==> src/rtl/sc_uart_pkg.sv <==
package sc_uart_pkg;
  typedef enum logic {
    LINK_RX = 1'b0,
    LINK_TX = 1'b1
  } link_dir_e;
endpackage

==> src/rtl/sc_dir_ctl.sv <==
module sc_dir_ctl
  import sc_uart_pkg::*;
(
  input  logic      clk,
  input  logic      rst_n,
  input  logic      cfg_dir_wr,
  input  logic      cfg_dir_val,
  input  logic      cfg_lct_set,
  input  logic      turn,
  output link_dir_e dir_q,
  output logic      lct_q,
  output logic      enter_rx,
  output logic      enter_tx
);
  link_dir_e dir_d;
  logic      lct_d;

  always_comb begin
    dir_d = dir_q;
    lct_d = lct_q;
    if (cfg_dir_wr) dir_d = cfg_dir_val ? LINK_TX : LINK_RX;
    if (cfg_lct_set) lct_d = 1'b1;
    // hardware turnaround wins over a host write in the same cycle
    if (turn) begin
      dir_d = LINK_RX;
      lct_d = 1'b0;
    end
  end

  assign enter_rx = (dir_q == LINK_TX) && (dir_d == LINK_RX);
  assign enter_tx = (dir_q == LINK_RX) && (dir_d == LINK_TX);

  always_ff @(posedge clk or negedge rst_n) begin
    if (!rst_n) begin
      dir_q <= LINK_RX;
      lct_q <= 1'b0;
    end else begin
      dir_q <= dir_d;
      lct_q <= lct_d;
    end
  end
endmodule

==> src/rtl/sc_tx_hold.sv <==
module sc_tx_hold #(
  parameter int DATA_W = 8
) (
  input  logic              clk,
  input  logic              rst_n,
  input  logic              tx_mode,
  input  logic              enter_tx,
  input  logic              lct,
  input  logic              wr,
  input  logic [DATA_W-1:0] wr_data,
  input  logic              ser_ready,
  input  logic              ser_done,
  output logic              ser_valid,
  output logic [DATA_W-1:0] ser_data,
  output logic              tbe,
  output logic              hold_last,
  output logic              turn
);
  logic              full_q;
  logic              last_q;
  logic              tbe_q;
  logic              fly_last_q;
  logic [DATA_W-1:0] data_q;
  logic              wr_ok;
  logic              acc;

  assign wr_ok     = tx_mode && wr;
  assign ser_valid = tx_mode && full_q;
  assign ser_data  = data_q;
  assign acc       = ser_valid && ser_ready;
  assign tbe       = tbe_q;
  assign hold_last = last_q;
  assign turn      = tx_mode && ser_done && fly_last_q;

  always_ff @(posedge clk or negedge rst_n) begin
    if (!rst_n) begin
      full_q     <= 1'b0;
      last_q     <= 1'b0;
      tbe_q      <= 1'b1;
      fly_last_q <= 1'b0;
      data_q     <= '0;
    end else if (enter_tx) begin
      full_q     <= 1'b0;
      last_q     <= 1'b0;
      tbe_q      <= 1'b1;
      fly_last_q <= 1'b0;
    end else begin
      if (wr_ok) begin
        full_q <= 1'b1;
        data_q <= wr_data;
        last_q <= lct;
        tbe_q  <= 1'b0;
      end else if (acc) begin
        full_q <= 1'b0;
        tbe_q  <= !last_q;
      end
      if (acc) fly_last_q <= last_q;
      else if (ser_done) fly_last_q <= 1'b0;
    end
  end
endmodule

==> src/rtl/sc_rx_fifo.sv <==
module sc_rx_fifo #(
  parameter int DATA_W = 8,
  parameter int DEPTH  = 8,
  parameter int THR_W  = 3
) (
  input  logic              clk,
  input  logic              rst_n,
  input  logic              rx_mode,
  input  logic              flush,
  input  logic [THR_W-1:0]  cfg_depth,
  input  logic              in_valid,
  input  logic [DATA_W-1:0] in_data,
  input  logic              rd,
  output logic              empty,
  output logic              at_thr,
  output logic [DATA_W-1:0] out_data,
  output logic              out_ready
);
  localparam int PTR_W = (DEPTH > 1) ? $clog2(DEPTH) : 1;
  localparam int CNT_W = $clog2(DEPTH + 1);

  logic [DATA_W-1:0] mem [DEPTH];
  logic [PTR_W-1:0]  wr_ptr, rd_ptr;
  logic [CNT_W-1:0]  count, thr;
  logic              push, pop, head_ok;

  function automatic logic [PTR_W-1:0] ptr_inc(input logic [PTR_W-1:0] p);
    return (p == PTR_W'(DEPTH - 1)) ? '0 : p + PTR_W'(1);
  endfunction

  assign thr    = CNT_W'(cfg_depth) + CNT_W'(1);
  assign empty  = (count == '0);
  assign at_thr = (count >= thr);
  assign push   = rx_mode && in_valid && !at_thr && (count < CNT_W'(DEPTH));
  assign pop    = rx_mode && rd && !empty;
  assign out_ready = head_ok && !empty;

  always_ff @(posedge clk) begin
    if (push) mem[wr_ptr] <= in_data;
  end

  always_ff @(posedge clk or negedge rst_n) begin
    if (!rst_n) begin
      wr_ptr   <= '0;
      rd_ptr   <= '0;
      count    <= '0;
      head_ok  <= 1'b0;
      out_data <= '0;
    end else begin
      out_data <= mem[rd_ptr];
      head_ok  <= !(flush || pop || (push && empty));
      if (flush) begin
        wr_ptr <= '0;
        rd_ptr <= '0;
        count  <= '0;
      end else begin
        if (push) wr_ptr <= ptr_inc(wr_ptr);
        if (pop)  rd_ptr <= ptr_inc(rd_ptr);
        count <= count + CNT_W'(push) - CNT_W'(pop);
      end
    end
  end
endmodule

==> src/rtl/sc_uart_ctl.sv <==
module sc_uart_ctl
  import sc_uart_pkg::*;
#(
  parameter int DATA_W = 8,
  parameter int DEPTH  = 8,
  parameter int THR_W  = 3
) (
  input  logic              clk,
  input  logic              rst_n,
  input  logic              cfg_dir_wr,
  input  logic              cfg_dir_val,
  input  logic              cfg_lct_set,
  input  logic [THR_W-1:0]  cfg_depth,
  input  logic              host_tx_wr,
  input  logic [DATA_W-1:0] host_tx_data,
  input  logic              host_rx_rd,
  output logic [DATA_W-1:0] host_rx_data,
  output logic              ser_tx_valid,
  input  logic              ser_tx_ready,
  output logic [DATA_W-1:0] ser_tx_data,
  input  logic              ser_tx_done,
  input  logic              ser_rx_valid,
  input  logic [DATA_W-1:0] ser_rx_data,
  output logic              st_dir,
  output logic              st_lct,
  output logic              st_fifo_empty,
  output logic              st_tbe_rbf,
  output logic              st_ctrl_ready
);
  link_dir_e dir_q;
  logic      lct_q, enter_rx, enter_tx, turn;
  logic      tx_mode, tbe, hold_last_w, at_thr;

  assign tx_mode = (dir_q == LINK_TX);

  sc_dir_ctl u_dir (
    .clk        (clk),
    .rst_n      (rst_n),
    .cfg_dir_wr (cfg_dir_wr),
    .cfg_dir_val(cfg_dir_val),
    .cfg_lct_set(cfg_lct_set),
    .turn       (turn),
    .dir_q      (dir_q),
    .lct_q      (lct_q),
    .enter_rx   (enter_rx),
    .enter_tx   (enter_tx)
  );

  sc_tx_hold #(.DATA_W(DATA_W)) u_tx (
    .clk      (clk),
    .rst_n    (rst_n),
    .tx_mode  (tx_mode),
    .enter_tx (enter_tx),
    .lct      (lct_q),
    .wr       (host_tx_wr),
    .wr_data  (host_tx_data),
    .ser_ready(ser_tx_ready),
    .ser_done (ser_tx_done),
    .ser_valid(ser_tx_valid),
    .ser_data (ser_tx_data),
    .tbe      (tbe),
    .hold_last(hold_last_w),
    .turn     (turn)
  );

  sc_rx_fifo #(.DATA_W(DATA_W), .DEPTH(DEPTH), .THR_W(THR_W)) u_rx (
    .clk      (clk),
    .rst_n    (rst_n),
    .rx_mode  (!tx_mode),
    .flush    (enter_rx),
    .cfg_depth(cfg_depth),
    .in_valid (ser_rx_valid),
    .in_data  (ser_rx_data),
    .rd       (host_rx_rd),
    .empty    (st_fifo_empty),
    .at_thr   (at_thr),
    .out_data (host_rx_data),
    .out_ready(st_ctrl_ready)
  );

  assign st_dir     = tx_mode;
  assign st_lct     = lct_q;
  assign st_tbe_rbf = tx_mode ? tbe : at_thr;
endmodule

==> config.mk <==
export PLATFORM = sky130hd
export DESIGN_NAME = sc_uart_ctl
export DESIGN_NICKNAME = d
export VERILOG_FILES = /design/src/rtl/sc_uart_pkg.sv /design/src/rtl/sc_dir_ctl.sv /design/src/rtl/sc_tx_hold.sv /design/src/rtl/sc_rx_fifo.sv /design/src/rtl/sc_uart_ctl.sv
export SDC_FILE = /design/constraint.sdc
export NUM_CORES = 1
export LEC_CHECK = 0
export BUFFER_PORTS_ARGS = -buffer_cell sky130_fd_sc_hd__buf_2
export CAP_MARGIN = 20
export CORE_ASPECT_RATIO = 0.6
export CORE_UTILIZATION = 40
export DETAILED_ROUTE_END_ITERATION = 8
export GPL_TIMING_DRIVEN = 1
export SYNTH_ARGS = -nofsm -noshare
export SYNTH_HDL_FRONTEND = slang
export SYNTH_SLANG_ARGS = --single-unit
==> constraint.sdc <==
create_clock -name clk -period 2.9 [get_ports clk]
set_input_delay 0.58 -clock clk [delete_from_list [all_inputs] [get_ports clk]]
set_output_delay 0.58 -clock clk [all_outputs]
set_load 0.01 [all_outputs]
==> impl_metrics.json <==
{
  "outcome": "complete, no violations",
  "cts_tree": "done",
  "crit_type": "in -> out",
  "grt_overflow": 0,
  "area_growth_pct": 19.18,
  "crit_fanout": 3,
  "htreeDepth": 3,
  "synth_fa_ha_area_frac": 0.04763,
  "r2r_cells": 9,
  "antenna_found_initial": 0,
  "crit_required_ps": 2320,
  "crit_end": "st_tbe_rbf",
  "synthTopCellsByArea": "edfxtp_1 (47%), dfrtp_1 (20%), mux4_2 (5.5%), ha_1 (4.3%), mux4_1 (3.8%)",
  "cp_slowest_stage_delay_ps": 310,
  "pin_count": 51,
  "hold_viol": 0,
  "synth_top_family_by_area": "multiplexers",
  "syn_inst": 231,
  "ys_warn_count": 0,
  "ys_types": 44,
  "synth_area_per_cell_um2": 17.74,
  "synth_area_mm2": 0.004098,
  "worst-path-buf-inv": 2,
  "synth-edff-count": 64,
  "peakVddDrop_mv": 0.3731,
  "drt_wl_total_um": 7179,
  "power_density_mw_per_mm2": 846.3,
  "hold_class": "in -> async",
  "cts_root_buffer": "clkbuf_16",
  "start_kind": "primary input",
  "r2r_setup_slack_ps": 640,
  "die_y_um": 80.40,
  "grt_pass1_vias": 2071,
  "final_util": 0.4926,
  "gp_congestion": 0.8039,
  "power.leakage_nw": 1.913,
  "cts_buffers": 9,
  "startpoint": "cfg_depth[0]",
  "drc": 0,
  "clkTransAtPathRegs_ps": 60,
  "cp_num_cells": 8,
  "ys_ff_latch": 97,
  "synth_xor_area_frac": 0.006412,
  "timing.rr.end": "u_rx.count[1]",
  "crit_arrival_ps": 2000,
  "std_cell_rows": 28,
  "drt_iter0_markers": 118,
  "power.total_w": 0.004133,
  "grtUsageTotal": 0.1519,
  "crit_slowest_cell": "a211oi_4",
  "yosysMostFrequentCell": "edfxtp_1",
  "r2r-start": "u_rx.count[2]",
  "muxShareOfSynthArea": 0.1496,
  "finalClockSkew_ps": 4.909,
  "post-route-period-util": 0.8890,
  "start_util": 0.4133,
  "holdBufCountCts": 0,
  "worst_pin_slew_ps": 806.4,
  "design.die.area_mm2": 0.01067,
  "port_buffers": 50,
  "setup-tns-final_ps": 0,
  "fmax_ghz": 0.3879,
  "final_layout_size_suffix_gt1_frac": 0.3729,
  "drv_slew": 0,
  "cts.sinks": 97,
  "route.detailed.wl_per_inst_um": 16.39,
  "post-cts-setup-buffers": 0,
  "crit_family": "compound AO/OA/AOI/OAI gates",
  "core-area_mm2": 0.009915,
  "synthArstFlopShare": 0.3402,
  "fin_ws_ps": 321.9,
  "yosys.area.top_type": "edfxtp_1",
  "max_cap_viol_count": 0,
  "synth_simple_gate_area_frac": 0.06351,
  "maxSlewHeadroom": 0.4624,
  "grt_max_degree": 34,
  "vias_per_cell": 4.934,
  "diodes": 0,
  "synth_compound_gate_area_share": 0.04000,
  "cp-end-kind": "primary output",
  "first_pass_iters": 4,
  "antenna_left": 0,
  "synth_seq_area_share": 0.6708,
  "synth_top_area_frac": 0.4690,
  "vias": 2161,
  "die_x_um": 132.7,
  "layout.nets": 342,
  "grt_pass1_wl_um": 11420,
  "synthTopCellsByCount": "edfxtp_1 (64), dfrtp_1 (32), ha_1 (14)",
  "setup_violations": 0,
  "insertion_delay_ps": 340,
  "place_ws_ps": 262.9,
  "hpwlAfterDp_um": 4841,
  "cts_buffer_depth": 2,
  "synth_nets": 275,
  "ys.flop_type": "edfxtp_1",
  "crit_chain": "buf_2, ha_1, xnor2_1, ha_1, a211oi_4, o21ai_0, a21boi_0, buf_2",
  "fin_crit_ps": 2578,
  "cts_resized": 0,
  "rsz0062_at_grt": "no"
}
-- metrics by stage --
stage,instance area (µm²),hold WS (ps),instances
finish,4883,316.8,438
global route,4883,372.0,438
global placement,4574,482.3,422
detailed placement,4574,490.5,422
CTS,4883,346.3,438
floorplan,4110,284.4,231
-- worst min-delay path by stage --
stage                      from               end
6_report                  rst_n   u_tx.fly_last_q
5_1_grt                   rst_n  u_tx.ser_data[2]
4_1_cts                   rst_n  u_tx.ser_data[2]
3_5_place_dp   u_tx.ser_data[2]  u_tx.ser_data[2]
3_3_place_gp   u_tx.ser_data[1]  u_tx.ser_data[1]
2_1_floorplan             rst_n       u_dir.dir_q
-- state kept, by name, summed over array words and instances, names as in the netlist --
register / cells
u_rx.head_ok: 1
u_rx.mem: 64
u_dir.dir_q: 1
u_rx.count: 4
u_tx.tbe: 1
u_tx.fly_last_q: 1
u_rx.wr_ptr: 3
u_tx.hold_last: 1
u_dir.lct_q: 1
u_tx.full_q: 1
u_rx.rd_ptr: 3
u_tx.ser_data: 8
u_rx.out_data: 8
-- worst register-to-register path: stages, from the launching register on --
cell	delay (ps)
dfrtp_1	380
inv_1	70
ha_1	190
nor3b_2	170
nor3b_2	260
ha_1	280
inv_1	60
ha_1	180
fa_1	400
nor2b_1	130
-- layout by cell type (no fill, tap or decap), types with 2 or more instances in the layout --
| master | Yosys | final |
|---|---|---|
| a21oi_1 | 9 | 9 |
| and2_1 | 2 | 2 |
| buf_2 | 2 | 50 |
| buf_4 | 0 | 13 |
| clkbuf_16 | 0 | 9 |
| clkbuf_8 | 0 | 2 |
| clkinv_4 | 0 | 2 |
| dfrtp_1 | 32 | 32 |
| edfxtp_1 | 64 | 64 |
| ha_1 | 14 | 14 |
| inv_1 | 10 | 10 |
| mux2_2 | 8 | 8 |
| mux2_4 | 8 | 8 |
| mux2i_1 | 2 | 2 |
| mux4_1 | 6 | 6 |
| mux4_2 | 10 | 10 |
| nand2_1 | 8 | 8 |
| nand3_1 | 4 | 4 |
| nand3b_1 | 2 | 2 |
| nor2_1 | 10 | 10 |
| nor2b_1 | 5 | 5 |
| nor3_1 | 2 | 2 |
| nor3b_1 | 2 | 2 |
| nor3b_2 | 2 | 2 |
| nor4b_2 | 0 | 2 |
| o21ai_0 | 2 | 2 |
| xnor2_1 | 3 | 3 |
-- per-layer routing --
layer  share of wire  global-route usage
met1            0.51              0.2165
met2            0.43              0.2163
met3           0.053             0.06187
met4          0.0064             0.03103
met5               0                   0
-- logic make-up after synthesis --
group	after synthesis
multiplexers	34
AO/OA/AOI/OAI	21
flip-flops	97
buffers and inverters	17
adder cells (fa/ha/maj)	15
AND/OR/NAND/NOR	44
XOR/XNOR	3
-- cell type report --
type | count | area (µm²)
flip-flops and latches | 97 | 2749
inverters | 10 | 37.54
multi-input cells | 117 | 1271
well taps | 135 | 168.9
clock inverters | 4 | 52.55
repair buffers | 63 | 347.8
fillers | 845 | 5031
clock buffers | 12 | 256.5
-- report_power, final --
part	switching (W)	leakage, nW	internal [W]
clock	0.000481	0.153	0.000717
combinational	0.000486	0.789	0.000617
sequential	0.000174	0.970	0.00166
total	0.00114	1.91	0.00299
Power figures use the tool's default switching activity.
